==> src/rtl/bcs_pkg.sv <==
package bcs_pkg;

    typedef enum logic [2:0] {
        ST_POR    = 3'd0,
        ST_SHDN   = 3'd1,
        ST_SOFT   = 3'd2,
        ST_RUN    = 3'd3,
        ST_OFF    = 3'd4,
        ST_HICCUP = 3'd5,
        ST_LATCH  = 3'd6
    } seq_state_e;

    typedef struct packed {
        logic supply;
        logic oc;
        logic uv;
        logic ov;
        logic shdn;
    } flags_t;

    localparam int FLAG_N = $bits(flags_t);

    function automatic logic st_active(seq_state_e s);
        return (s == ST_SOFT) || (s == ST_RUN);
    endfunction

    function automatic logic st_float(seq_state_e s);
        return (s == ST_POR) || (s == ST_SHDN) || (s == ST_LATCH);
    endfunction

    function automatic int cnt_width(int n);
        return (n > 1) ? $clog2(n) : 1;
    endfunction

endpackage

==> src/rtl/bcs_sync.sv <==
module bcs_sync #(
    parameter int N = 1
) (
    input  logic         clk,
    input  logic         rst,
    input  logic [N-1:0] d_i,
    output logic [N-1:0] q_o
);
    for (genvar i = 0; i < N; i++) begin : g_bit
        logic s1, s2;
        always_ff @(posedge clk) begin
            if (rst) begin
                s1 <= 1'b0;
                s2 <= 1'b0;
            end else begin
                s1 <= d_i[i];
                s2 <= s1;
            end
        end
        assign q_o[i] = s2;
    end
endmodule

==> src/rtl/bcs_ramp.sv <==
module bcs_ramp #(
    parameter int REF_W       = 8,
    parameter int REF_TARGET  = 200,
    parameter int STEP_CYCLES = 2188
) (
    input  logic             clk,
    input  logic             rst,
    input  logic             clear,
    input  logic             run,
    output logic [REF_W-1:0] code_o,
    output logic             last_o
);
    localparam int DIV_W = bcs_pkg::cnt_width(STEP_CYCLES);
    localparam logic [DIV_W-1:0] DIV_END  = DIV_W'(STEP_CYCLES - 1);
    localparam logic [REF_W-1:0] CODE_TOP = REF_W'(REF_TARGET);
    localparam logic [REF_W-1:0] CODE_PRE = REF_W'(REF_TARGET - 1);

    logic [DIV_W-1:0] div_q;
    logic [REF_W-1:0] code_q;

    always_ff @(posedge clk) begin
        if (rst || clear) begin
            div_q  <= '0;
            code_q <= '0;
        end else if (run && (code_q != CODE_TOP)) begin
            if (div_q == DIV_END) begin
                div_q  <= '0;
                code_q <= code_q + 1'b1;
            end else begin
                div_q <= div_q + 1'b1;
            end
        end
    end

    assign code_o = code_q;
    assign last_o = run && (code_q == CODE_PRE) && (div_q == DIV_END);

    // the code never jumps by more than one step while the ramp runs
    p_ramp_step_r3: assert property (@(posedge clk) disable iff (rst)
        (run && !clear) |=> ((code_q == $past(code_q)) ||
                             (code_q == REF_W'($past(code_q) + 1'b1))));

    // the code never exceeds its target
    p_ramp_cap_r3: assert property (@(posedge clk) disable iff (rst)
        code_q <= CODE_TOP);
endmodule

==> src/rtl/bcs_occnt.sv <==
module bcs_occnt #(
    parameter int OC_LIMIT = 4,
    localparam int CW = $clog2(OC_LIMIT + 1)
) (
    input  logic          clk,
    input  logic          rst,
    input  logic          clear,
    input  logic          inc,
    output logic [CW-1:0] count_o
);
    localparam logic [CW-1:0] CNT_MAX = CW'(OC_LIMIT);

    logic [CW-1:0] cnt_q;

    always_ff @(posedge clk) begin
        if (rst || clear)
            cnt_q <= '0;
        else if (inc && (cnt_q != CNT_MAX))
            cnt_q <= cnt_q + 1'b1;
    end

    assign count_o = cnt_q;

    // the count saturates at the latch limit
    p_cnt_cap_r5: assert property (@(posedge clk) disable iff (rst)
        cnt_q <= CNT_MAX);

    // a clear request empties the count on the next edge
    p_cnt_clear_r9: assert property (@(posedge clk) disable iff (rst)
        clear |=> (cnt_q == '0));
endmodule

==> src/rtl/bcs_fsm.sv <==
module bcs_fsm
    import bcs_pkg::*;
#(
    parameter int HICCUP_CYCLES = 500000,
    parameter int OC_LIMIT      = 4,
    localparam int CW = $clog2(OC_LIMIT + 1)
) (
    input  logic          clk,
    input  logic          rst,
    input  logic          supply_s,
    input  logic          shdn_s,
    input  logic          uv_s,
    input  logic          oc_evt,
    input  logic          ramp_last,
    input  logic [CW-1:0] oc_count,
    output seq_state_e    state_o
);
    localparam int HW = cnt_width(HICCUP_CYCLES);
    localparam logic [HW-1:0] HC_END  = HW'(HICCUP_CYCLES - 1);
    localparam logic [CW-1:0] OC_LAST = CW'(OC_LIMIT - 1);

    seq_state_e st_q, st_d;
    logic [HW-1:0] hc_q;
    logic          oc_final;

    assign oc_final = (oc_count == OC_LAST);

    always_comb begin
        st_d = st_q;
        if (!supply_s) begin
            st_d = ST_POR;
        end else if (shdn_s) begin
            st_d = ST_SHDN;
        end else begin
            unique case (st_q)
                ST_POR, ST_SHDN: st_d = ST_SOFT;
                ST_SOFT: begin
                    if (oc_evt)         st_d = oc_final ? ST_LATCH : ST_OFF;
                    else if (ramp_last) st_d = ST_RUN;
                end
                ST_RUN: begin
                    if (oc_evt)    st_d = oc_final ? ST_LATCH : ST_OFF;
                    else if (uv_s) st_d = ST_HICCUP;
                end
                ST_OFF:    st_d = ST_SOFT;
                ST_HICCUP: if (hc_q == HC_END) st_d = ST_SOFT;
                ST_LATCH:  st_d = ST_LATCH;
                default:   st_d = ST_POR;
            endcase
        end
    end

    always_ff @(posedge clk) begin
        if (rst) begin
            st_q <= ST_POR;
            hc_q <= '0;
        end else begin
            st_q <= st_d;
            hc_q <= (st_q == ST_HICCUP) ? hc_q + 1'b1 : '0;
        end
    end

    assign state_o = st_q;

    // loss of supply good sends the sequencer back to idle-off
    p_por_return_r1: assert property (@(posedge clk) disable iff (rst)
        !supply_s |=> (st_q == ST_POR));

    // shutdown with supply present always lands in the shutdown state
    p_shdn_enter_r9: assert property (@(posedge clk) disable iff (rst)
        (supply_s && shdn_s) |=> (st_q == ST_SHDN));

    // under-voltage alone cannot leave soft-start
    p_uv_masked_r7: assert property (@(posedge clk) disable iff (rst)
        (st_q == ST_SOFT && supply_s && !shdn_s && !oc_evt && uv_s)
            |=> (st_q inside {ST_SOFT, ST_RUN}));

    // over-current beats under-voltage in regulation
    p_oc_first_r10: assert property (@(posedge clk) disable iff (rst)
        (st_q == ST_RUN && supply_s && !shdn_s && oc_evt)
            |=> (st_q inside {ST_OFF, ST_LATCH}));

    // the latch is left only through shutdown or supply loss
    p_latch_hold_r5: assert property (@(posedge clk) disable iff (rst)
        (st_q == ST_LATCH && supply_s && !shdn_s) |=> (st_q == ST_LATCH));

    // a hiccup ends only in a new soft-start
    p_hiccup_exit_r6: assert property (@(posedge clk) disable iff (rst)
        (st_q == ST_HICCUP && supply_s && !shdn_s)
            |=> (st_q inside {ST_HICCUP, ST_SOFT}));
endmodule

==> src/rtl/buck_seq.sv <==
module buck_seq
    import bcs_pkg::*;
#(
    parameter int REF_W         = 8,
    parameter int REF_TARGET    = 200,
    parameter int STEP_CYCLES   = 2188,
    parameter int HICCUP_CYCLES = 500000,
    parameter int OC_LIMIT      = 4
) (
    input  logic                          clk,
    input  logic                          rst,
    input  logic                          supply_ok_i,
    input  logic                          oc_i,
    input  logic                          uv_i,
    input  logic                          ov_i,
    input  logic                          shdn_i,
    output logic                          conv_en_o,
    output logic                          low_force_o,
    output logic                          gate_float_o,
    output logic [REF_W-1:0]              ss_ref_o,
    output logic                          stat_soft_o,
    output logic                          stat_hiccup_o,
    output logic                          stat_latched_o,
    output logic [$clog2(OC_LIMIT+1)-1:0] stat_ocnt_o
);
    localparam int CW = $clog2(OC_LIMIT + 1);

    flags_t            raw, fs;
    logic [FLAG_N-1:0] fs_vec;
    logic              oc_d, ov_d, oc_evt, oc_inc, cnt_clr;
    logic              ramp_last, ramp_clr, ramp_run;
    logic [REF_W-1:0]  ramp_code;
    logic [CW-1:0]     oc_count;
    seq_state_e        st;

    assign raw = '{supply: supply_ok_i, oc: oc_i, uv: uv_i, ov: ov_i, shdn: shdn_i};

    bcs_sync #(.N(FLAG_N)) u_sync (
        .clk (clk),
        .rst (rst),
        .d_i (raw),
        .q_o (fs_vec)
    );
    assign fs = flags_t'(fs_vec);

    always_ff @(posedge clk) begin
        if (rst) begin
            oc_d <= 1'b0;
            ov_d <= 1'b0;
        end else begin
            oc_d <= fs.oc;
            ov_d <= fs.ov;
        end
    end

    assign oc_evt  = fs.oc && !oc_d;
    assign oc_inc  = oc_evt && st_active(st) && fs.supply && !fs.shdn;
    assign cnt_clr = !fs.supply || fs.shdn;

    bcs_occnt #(.OC_LIMIT(OC_LIMIT)) u_occnt (
        .clk     (clk),
        .rst     (rst),
        .clear   (cnt_clr),
        .inc     (oc_inc),
        .count_o (oc_count)
    );

    assign ramp_clr = !st_active(st);
    assign ramp_run = (st == ST_SOFT);

    bcs_ramp #(
        .REF_W       (REF_W),
        .REF_TARGET  (REF_TARGET),
        .STEP_CYCLES (STEP_CYCLES)
    ) u_ramp (
        .clk    (clk),
        .rst    (rst),
        .clear  (ramp_clr),
        .run    (ramp_run),
        .code_o (ramp_code),
        .last_o (ramp_last)
    );

    bcs_fsm #(
        .HICCUP_CYCLES (HICCUP_CYCLES),
        .OC_LIMIT      (OC_LIMIT)
    ) u_fsm (
        .clk       (clk),
        .rst       (rst),
        .supply_s  (fs.supply),
        .shdn_s    (fs.shdn),
        .uv_s      (fs.uv),
        .oc_evt    (oc_evt),
        .ramp_last (ramp_last),
        .oc_count  (oc_count),
        .state_o   (st)
    );

    assign conv_en_o      = st_active(st);
    assign low_force_o    = st_active(st) && ov_d;
    assign gate_float_o   = st_float(st);
    assign ss_ref_o       = st_active(st) ? ramp_code : '0;
    assign stat_soft_o    = (st == ST_SOFT);
    assign stat_hiccup_o  = (st == ST_HICCUP);
    assign stat_latched_o = (st == ST_LATCH);
    assign stat_ocnt_o    = oc_count;

    // the low side is never forced while the gates float
    p_force_not_float_r8: assert property (@(posedge clk) disable iff (rst)
        low_force_o |-> !gate_float_o);

    // a fresh over-current edge in soft-start or regulation raises the count or latches
    p_oc_counts_r4: assert property (@(posedge clk) disable iff (rst)
        (oc_inc && oc_count < CW'(OC_LIMIT)) |=> (oc_count == CW'($past(oc_count) + 1'b1)));
endmodule

==> config.mk <==
export PLATFORM = sky130hd
export DESIGN_NAME = buck_seq
export DESIGN_NICKNAME = d
export VERILOG_FILES = /design/src/rtl/bcs_pkg.sv /design/src/rtl/bcs_sync.sv /design/src/rtl/bcs_ramp.sv /design/src/rtl/bcs_occnt.sv /design/src/rtl/bcs_fsm.sv /design/src/rtl/buck_seq.sv
export SDC_FILE = /design/constraint.sdc
export NUM_CORES = 1
export LEC_CHECK = 0
export BUFFER_PORTS_ARGS = -buffer_cell sky130_fd_sc_hd__buf_4
export CAP_MARGIN = 20
export CORE_MARGIN = 2
export CORE_UTILIZATION = 40
export CTS_BUF_LIST = sky130_fd_sc_hd__clkbuf_8
export CTS_CLUSTER_DIAMETER = 150
export DETAILED_ROUTE_END_ITERATION = 8
export PLACE_DENSITY_LB_ADDON = 0.25
export SLEW_MARGIN = 10
export SYNTH_ARGS = -nofsm -noshare
export SYNTH_HDL_FRONTEND = slang
export SYNTH_SLANG_ARGS = --single-unit
==> constraint.sdc <==
create_clock -name clk -period 2.7 [get_ports clk]
set_clock_uncertainty 0.1 [all_clocks]
set_input_delay 0.27 -clock clk [delete_from_list [all_inputs] [get_ports clk]]
set_output_delay 0.27 -clock clk [all_outputs]
set_load 0.01 [all_outputs]
==> results.ini, run 1 <==
[floorplanning]
coreArea_um2=6280
start_util=0.411
fp.dieArea_um2=7110
die_w_um=84.3
die_h_um=84.3
num_rows=29
ios=24

[drt]
wl_per_cell_um=11.5
antenna_left=0
vias=1991
remaining_drc_errors=0
dr.pass1.iters=4
wirelength_um=4710
drt-initial-drc-count=77
drt-vias-per-instance=4.87

[critical_path]
worstPathArrival_ns=2.29
crit_path_start_kind=flip-flop
worst-path-max-fanout=4
criticalPathCategory=flip-flop to flip-flop
required_ns=2.82
r2r_setup_slack_ns=0.53
critPathMaxStageDelay_ns=0.56
cp_slowest_cell=or4b_4
crit_chain=or4b_4 > or4_4 > nor4_2 > xnor2_1 > nor2_1
end_kind=flip-flop

[clock_tree]
cts_inserted_buffers=9
cts.path.max_buffers=2
post_cts_resized=0
path_clk_slew_ns=0.07
ctsHtreeMaxLevel=3
cts_setup_buffers=0
cts_tree=done
worstSkewPairLatency_ns=0.34
clock-root-buffer=clkbuf_8
cts_sinks=57
hold_buffers=0

[grt]
grt_util_all_layers=0.144
grt_max_degree=20
antenna_found_initial=0
grt_pass1_wl_um=8250
grt_overflow=0
grt_pass1_vias=1895

[yosys]
synth_area_um2=2580
syn-num-nets=312
postSynthCellCount=298
ys_seq_area_frac=0.442
avgSynthCellArea_um2=8.66
synth_cell_type_count=37
yosysTopAreaCell=dfxtp_1
synth_top_area_frac=0.442
yosysWarnings=0
ys_ff_latch=57
synthTopCellsByArea=dfxtp_1 44%, nor2_1 7.3%, xnor2_1 5.4%

[pwr]
p_leak_uw=0.00105
switchingPower_uw=374
power_density_nw_per_um2=556
sw_frac_of_total=0.221
finalPower_uw=1690
combPwrFrac=0.019
internal_power_uw=1320
clockPowerShare=0.477
ir_drop_uv=376
power_frac_seq=0.504

[layout]
num-nets-final=341
fin_area_um2=3040
final_util=0.484
diodes=0
fin_cells=409
area_growth_pct=17.7
n_fill_cell=618
drive_gt1_frac=0.148

[timing]
fin_crit_sh=0.804
fin_setup_tns_ns=0
slew_viol_final=0
rsz0062_at_grt=false
hold_violations=0
max_freq_mhz=461
slew_headroom=0.522
setup_violations=0
post-route-min-period_ns=2.17
tightest_slew_ns=0.712

[placed_design]
dpl.hpwl_um=3320
gp_congestion=0.821
portBuffers=23
placed_area_um2=2830
dp.cells=393

[hold_path]
hold_path.class=input pin to flip-flop

[outcome]
status=complete, no violations

[run]
drv_cap=0

[area by class of cell]
cell class,count,area (µm²),area share
sequential,57,1140,0.376
clock buffer,10,138,0.0453
inverter,13,48.8,0.0161
multi-input combinational,222,1370,0.450
timing repair buffer,24,180,0.0593
clock inverter,6,67.6,0.0222
tap,77,96.3,0.0317
[path summary, 6_finish.rpt]
path,to,cells after the start,start
worst max register to register,u_ramp.code_o[7],5,u_ramp.div_q[4]
worst max-delay path,u_ramp.code_o[7],5,u_ramp.div_q[4]
worst min register to register,u_sync.g_bit[2].s2,1,u_sync.g_bit[2].s1
worst min-delay path,u_sync.g_bit[1].s1,2,ov_i
[routing by layer]
layer  track usage  up-vias  part of all wire
met5             0        -                 0
met4        0.0616        0             0.021
met3        0.0551       10             0.044
met2         0.223       35              0.44
met1         0.180      882              0.49
li1              -     1064                 -
[cells in the final DEF, fill, tap and decap left out, drive strengths merged]
cell type   n
and3        2
nand2      25
and4        2
ha          7
nor3        7
a21oi      12
clkbuf     10
clkinv      3
nor4        6
nand4       6
or4         2
o21ai       6
xor2       15
mux2i       2
or2         1
dfxtp      57
nand2b      4
nand3      13
xnor2      16
clkinvlp    2
a311oi      2
nor2       50
or3         8
or4b        1
o31ai       1
or3b        1
nor2b      16
and2        8
o21bai      1
a22oi       1
inv        13
nand4b      2
and4bb      1
and3b       2
buf        24
a211o       1
a2111oi     1
bufinv      1
[power by group through the flow]
stage               sequential [µW]  clock, µW  combinational, µW
floorplan                       870          0               18.7
global placement                871          0               31.9
detailed placement              871          0               32.1
CTS                             852        830               32.2
global route                    852        872               35.5
finish                          852        807               31.7
[cell usage after synthesis]
master and number:
a2111oi_4 1, a211o_1 1, a21oi_1 11, a21oi_2 1, a22oi_1 1, a311oi_1 2
and2_1 8, and3_1 2, and3b_1 2, and4_1 2, and4bb_2 1, buf_2 1
clkbuf_1 5, dfxtp_1 57, ha_1 7, inv_1 13, mux2i_1 2, nand2_1 25
nand2b_1 4, nand3_1 13, nand4_1 6, nand4b_1 2, nor2_1 50, nor2b_1 16
nor3_1 7, nor4_1 5, nor4_2 1, o21ai_0 6, o21bai_1 1, o31ai_1 1
or2_2 1, or3_1 8, or3b_2 1, or4_4 2, or4b_4 1, xnor2_1 16
xor2_1 15
[cells by family (layout without fill, tap and decap cells)]
group	after synthesis	after routing	synth area share
xor gates and xnor gates	31	31	0.105
and+or+nand+nor	157	157	0.317
DFF	57	57	0.442
buffers and inverters	19	53	0.0281
AOI/OAI and AO/OA	25	25	0.0660
muxes	2	2	0.00776
adders and majority gates	7	7	0.0339
[flip-flops by register name, indices dropped and copies added, names as in the netlist]
| register | flops |
|---|---|
| u_ramp.div_q | 12 |
| u_sync.g_bit.s1 | 5 |
| u_sync.g_bit.s2 | 5 |
| oc_d | 1 |
| u_fsm.hc_q | 19 |
| u_fsm.state_o | 3 |
| ov_d | 1 |
| u_occnt.count_o | 3 |
| u_ramp.code_o | 8 |
[worst max-delay path: cells and delay by family, from the launching register on]
kind             cells  cell delay, ns
XOR/XNOR             1            0.15
flip-flops           1            0.34
AND/OR/NAND/NOR      4            1.47
[metrics by stage]
| stage | setup slack (ns) | hold slack, ns |
|---|---|---|
| 6_report | 0.529 | 0.0402 |
| 3_5_place_dp | 0.530 | 0.323 |
| 3_3_place_gp | 0.549 | 0.317 |
| 5_1_grt | 0.408 | 0.0309 |
| 4_1_cts | 0.525 | 0.0283 |
| 2_1_floorplan | 0.604 | 0.242 |
No activity file was read; power rests on OpenSTA's default activity.
==> run 2: changes to the inputs <==
- clock period: 2.7 -> 2.1 ns (I/O delays scaled with it)
==> run 2 against run 1 <==
- worst hold slack got worse by 0.026 ns
- global-route usage increased by 0.85 points
- core utilization increased by 2.6 points
- cell area increased by 5.3%
- flip-flop and latch count unchanged
- combinational power increased by 62%
- via count increased by 5.0%
- clock power increased by 9.0%
- critical path type unchanged
- highest routed layer unchanged
==> results.ini, run 2 (synthesized netlist as in run 1, its figures left out) <==
[layout]
n_fill_cell=631
largest_reg_flops=19
layout_commonest_cell=dfxtp_1
drive_gt1_frac=0.198
largest-register=u_fsm.hc_q
diodes=0
final_cell_mix=57 x dfxtp_1, 50 x nor2_1, 41 x buf_4, 25 x nand2_1
area_growth_pct=24.0
fin_cells=430
num-nets-final=362

[clock_tree]
ctsHtreeMaxLevel=3
cts_tree=done
cts.path.max_buffers=2
path_clk_slew_ns=0.07
worstSkewPairLatency_ns=0.33
clock-root-buffer=clkbuf_8
cts_inserted_buffers=9
cts_sinks=57

[floorplanning]
num_rows=29
die_w_um=84.3
start_util=0.411
die_h_um=84.3
coreArea_um2=6280
ios=24
fp.dieArea_um2=7110

[pwr]
combPwrFrac=0.025
power_density_nw_per_um2=633
finalPower_uw=2030
internal_power_uw=1540
clockPowerShare=0.435
ir_drop_uv=505
switchingPower_uw=484
sw_frac_of_total=0.239
p_leak_uw=0.00115
power_frac_seq=0.540

[grt]
grt_util_all_layers=0.153
grt_pass1_wl_um=8660
grt_max_degree=20
grt_pass1_vias=1944
antenna_found_initial=0
grt_overflow=0

[drt]
drt-vias-per-instance=4.86
wl_per_cell_um=12.0
wirelength_um=5140
vias=2090
antenna_left=0
drt-initial-drc-count=82
remaining_drc_errors=0
dr.pass1.iters=4

[hold_path]
hold_path.class=input pin to flip-flop

[critical_path]
worstPathArrival_ns=2.23
worst-path-max-fanout=6
criticalPathCategory=flip-flop to flip-flop
required_ns=2.27
end_kind=flip-flop
crit_path_start_kind=flip-flop

[timing]
slew_viol_final=0
hold_violations=0
setup_ws_ns=0.0346
slew_headroom=0.576
max_freq_mhz=484
tightest_slew_ns=0.636
fin_crit_sh=0.984
worst_hold_slack_ns=0.0138
fin_setup_tns_ns=0
setup_violations=0
rsz0062_at_grt=true
post-route-min-period_ns=2.07

[placed_design]
dp_slack_ns=-0.00617
portBuffers=23
dpl.hpwl_um=3550
gp_congestion=0.792
dp.cells=409

[run]
drv_cap=0

[outcome]
status=complete, no violations

run 2: changes by cell type in the layout (fill, tap and decap cells not counted), moves of 2 or more:
| cell | before | now |
|---|---|---|
| clkinv_2 | 1 | 3 |
| dlygate4sd3_1 | 0 | 4 |
| or3_1 | 8 | 6 |
| clkinv_4 | 2 | 0 |
| buf_4 | 24 | 41 |
| or3_4 | 0 | 2 |
run 2: cell type report:
class	count	area, µm²	area share
multi-input cells	222	1400	0.436
flip-flops and latches	57	1140	0.357
repair buffers	45	348	0.109
clock buffers	9	124	0.0387
well taps	77	96.3	0.0301
inverters	13	48.8	0.0153
clock inverters	7	46.3	0.0145
run 2: final timing paths:
kind / from / endpoint / slack, ns / cells after the start
max: u_ramp.div_q[4] / u_ramp.code_o[6] / 0.03 / 4
min: ov_i / u_sync.g_bit[1].s1 / 0.01 / 2
max reg2reg: u_ramp.div_q[4] / u_ramp.code_o[6] / 0.03 / 4
min reg2reg: u_sync.g_bit[3].s1 / u_sync.g_bit[3].s2 / 0.34 / 1
run 2: critical path, stage by stage (launching register included):
cell and delay [ns]:
dfxtp_1 0.31, or4b_4 0.54, or4_4 0.53, or3_4 0.38, a21oi_2 0.13
run 2: repair_timing:
action / CTS / global route
pin swaps: 2 / 2
resized for setup: 1 / 4
hold buffers: 4 / 0
setup endpoints to repair: 3 / 6
setup buffers: 0 / 1
hold endpoints to repair: 4 / 0
run 2: per-stage QoR:
stage / util / instance area [µm²]
6_report: 0.510 / 3200
5_1_grt: 0.510 / 3200
4_1_cts: 0.505 / 3170
3_5_place_dp: 0.470 / 2950
3_3_place_gp: 0.470 / 2950
2_1_floorplan: - / 2580
run 2: power groups by stage:
| stage | Clock (µW) | Combinational (µW) | Sequential [µW] |
|---|---|---|---|
| after floorplan | 0 | 24.1 | 1120 |
| after global placement | 0 | 45.0 | 1120 |
| after detailed placement | 0 | 45.5 | 1120 |
| after CTS | 913 | 51.7 | 1090 |
| after global routing | 953 | 56.9 | 1090 |
| final | 880 | 51.3 | 1090 |
run 2: metal layers:
layer,track usage,routed length (µm),vias up
met5,0,0,-
met1,0.185,2480,939
met4,0.0440,63,0
met2,0.253,2340,38
met3,0.0590,249,6
li1,-,-,1107
==> run 3: changes to the inputs <==
- CORE_UTILIZATION: 40 -> 61
- HOLD_SLACK_MARGIN: not set -> 0.03
- RECOVER_POWER: not set -> 25
==> run 3 against run 2 <==
- the flow now finishes with violations (negative setup slack)
- core utilization up 28 points
- critical path depth unchanged
- fmax down 2.4%
- register-to-register slack worse by 0.05 ns
- count of clock-buffer cells in the layout unchanged
- via count up 2.6%
- first-iteration DRC count up 43%
- total power up 12%
- highest routed layer unchanged
==> results.ini, run 3 (synthesized netlist as in run 1, its figures left out) <==
[outcome]
status=finished with violations
violations=negative setup slack

[grt]
grt_max_degree=20
grt_pass1_wl_um=8910
grt_util_all_layers=0.234
grt_pass1_vias=1999
grt_overflow=0
antenna_found_initial=0

[critical_path]
r2r_setup_slack_ns=-0.02
r2r_end=u_ramp.code_o[6]
crit_start=u_ramp.div_q[5]
worstPathArrival_ns=2.28
crit_path_start_kind=flip-flop
required_ns=2.27
reg2regPathDepth=4
worst-path-max-fanout=6
criticalPathCategory=flip-flop to flip-flop
end_kind=flip-flop
rr_startpoint=u_ramp.div_q[5]

[pwr]
power_density_nw_per_um2=706
finalPower_uw=2260
ir_drop_uv=744
p_leak_uw=0.00118

[timing]
post-route-min-period_ns=2.12
worst_hold_slack_ns=0.0651
fin_crit_sh=1.01
setup_violations=1
tightest_slew_ns=0.623
slew_headroom=0.584
setup_ws_ns=-0.0153
rsz0062_at_grt=true
slew_viol_final=0
max_freq_mhz=473
hold_violations=0

[drt]
dr.pass1.iters=4
wl_per_cell_um=13.0
drt-initial-drc-count=117
vias=2145
drt-vias-per-instance=5.35
top_layer_used=met4
antenna_left=0
wirelength_um=5210
wl_met2_um=2480
drt-met1-wl_um=2310
remaining_drc_errors=0
route.met3.wl_um=246

[floorplanning]
ios=24
fp.dieArea_um2=4770
die_h_um=69.0
coreArea_um2=4030
num_rows=23
start_util=0.640
die_w_um=69.0

[layout]
largest-register=u_fsm.hc_q
final_cell_mix=55 x dfxtp_1, 50 x nor2_1, 28 x buf_4, 25 x nand2_1
layout_commonest_cell=dfxtp_1
diodes=0
num-nets-final=360
area_growth_pct=24.1
drive_gt1_frac=0.182
largest_reg_flops=19

[placed_design]
gp_congestion=0.810
dpl.hpwl_um=3380
portBuffers=23

[clock_tree]
cts_sinks=57
ctsHtreeMaxLevel=3
worstSkewPairLatency_ns=0.34
path_clk_slew_ns=0.07
clock-root-buffer=clkbuf_8
cts.path.max_buffers=2
cts_inserted_buffers=9
cts_tree=done

[hold_path]
holdCritStartpoint=rst
hold_path.class=input pin to flip-flop
hold_depth=2
hold_end=u_sync.g_bit[4].s2

[run]
drv_cap=0

run 3: report_power, final:
part	switching, µW	internal [µW]	total, µW	leakage (µW)
logic	24.8	27.4	52.2	0.000610
registers	2.63	1090	1090	0.000462
clock network	447	666	1110	0.000109
run 3: layer usage:
metal / track usage / vias to the layer above
li1: - / 1100
met1: 0.290 / 967
met2: 0.369 / 60
met3: 0.0731 / 18
met4: 0.115 / 0
met5: 0 / -
run 3: layout make-up:
class                      count  area [µm²]
timing repair buffer          43         317
fill                         276         828
clock inverter                 7        95.1
sequential                    57        1140
inverter                      13        48.8
clock buffer                   9         124
tap                           50        62.6
multi-input combinational    222        1410
run 3: per-stage QoR:
stage / setup TNS, ns / setup WS [ns] / util / std cells / cell area, µm²
2_1_floorplan: 0 / 0.00387 / - / 298 / 2580
3_3_place_gp: 0 / 0.0265 / 0.717 / 378 / 2890
3_5_place_dp: -0.0180 / -0.0180 / 0.717 / 378 / 2890
4_1_cts: -0.0958 / -0.0419 / 0.786 / 399 / 3170
5_1_grt: -0.201 / -0.0414 / 0.794 / 401 / 3200
6_report: -0.0153 / -0.0153 / 0.794 / 401 / 3200
run 3: critical path, cell delays in order, from the launching register on:
cell and delay [ns]:
dfxtp_2 0.33, or4b_4 0.56, or4_4 0.54, or3_1 0.37, a21oi_1 0.15
run 3: worst max path at each step:
stage / to / slack [ns] / depth (start not counted)
after detailed placement: u_ramp.code_o[7] / -0.02 / 5
after global placement: u_ramp.code_o[7] / 0.03 / 5
final: u_ramp.code_o[6] / -0.02 / 4
after global routing: u_ramp.code_o[6] / -0.04 / 4
after floorplan: u_ramp.code_o[7] / 0.004 / 5
after CTS: u_ramp.code_o[7] / -0.04 / 5
run 3: timing repair:
item | 4_1_cts | 5_1_grt
setup endpoints to repair | 5 | 9
pin swaps | 1 | 11
hold buffers | 5 | 0
buffers inserted | 0 | 2
gates resized for setup | 1 | 9
hold endpoints to repair | 5 | 0
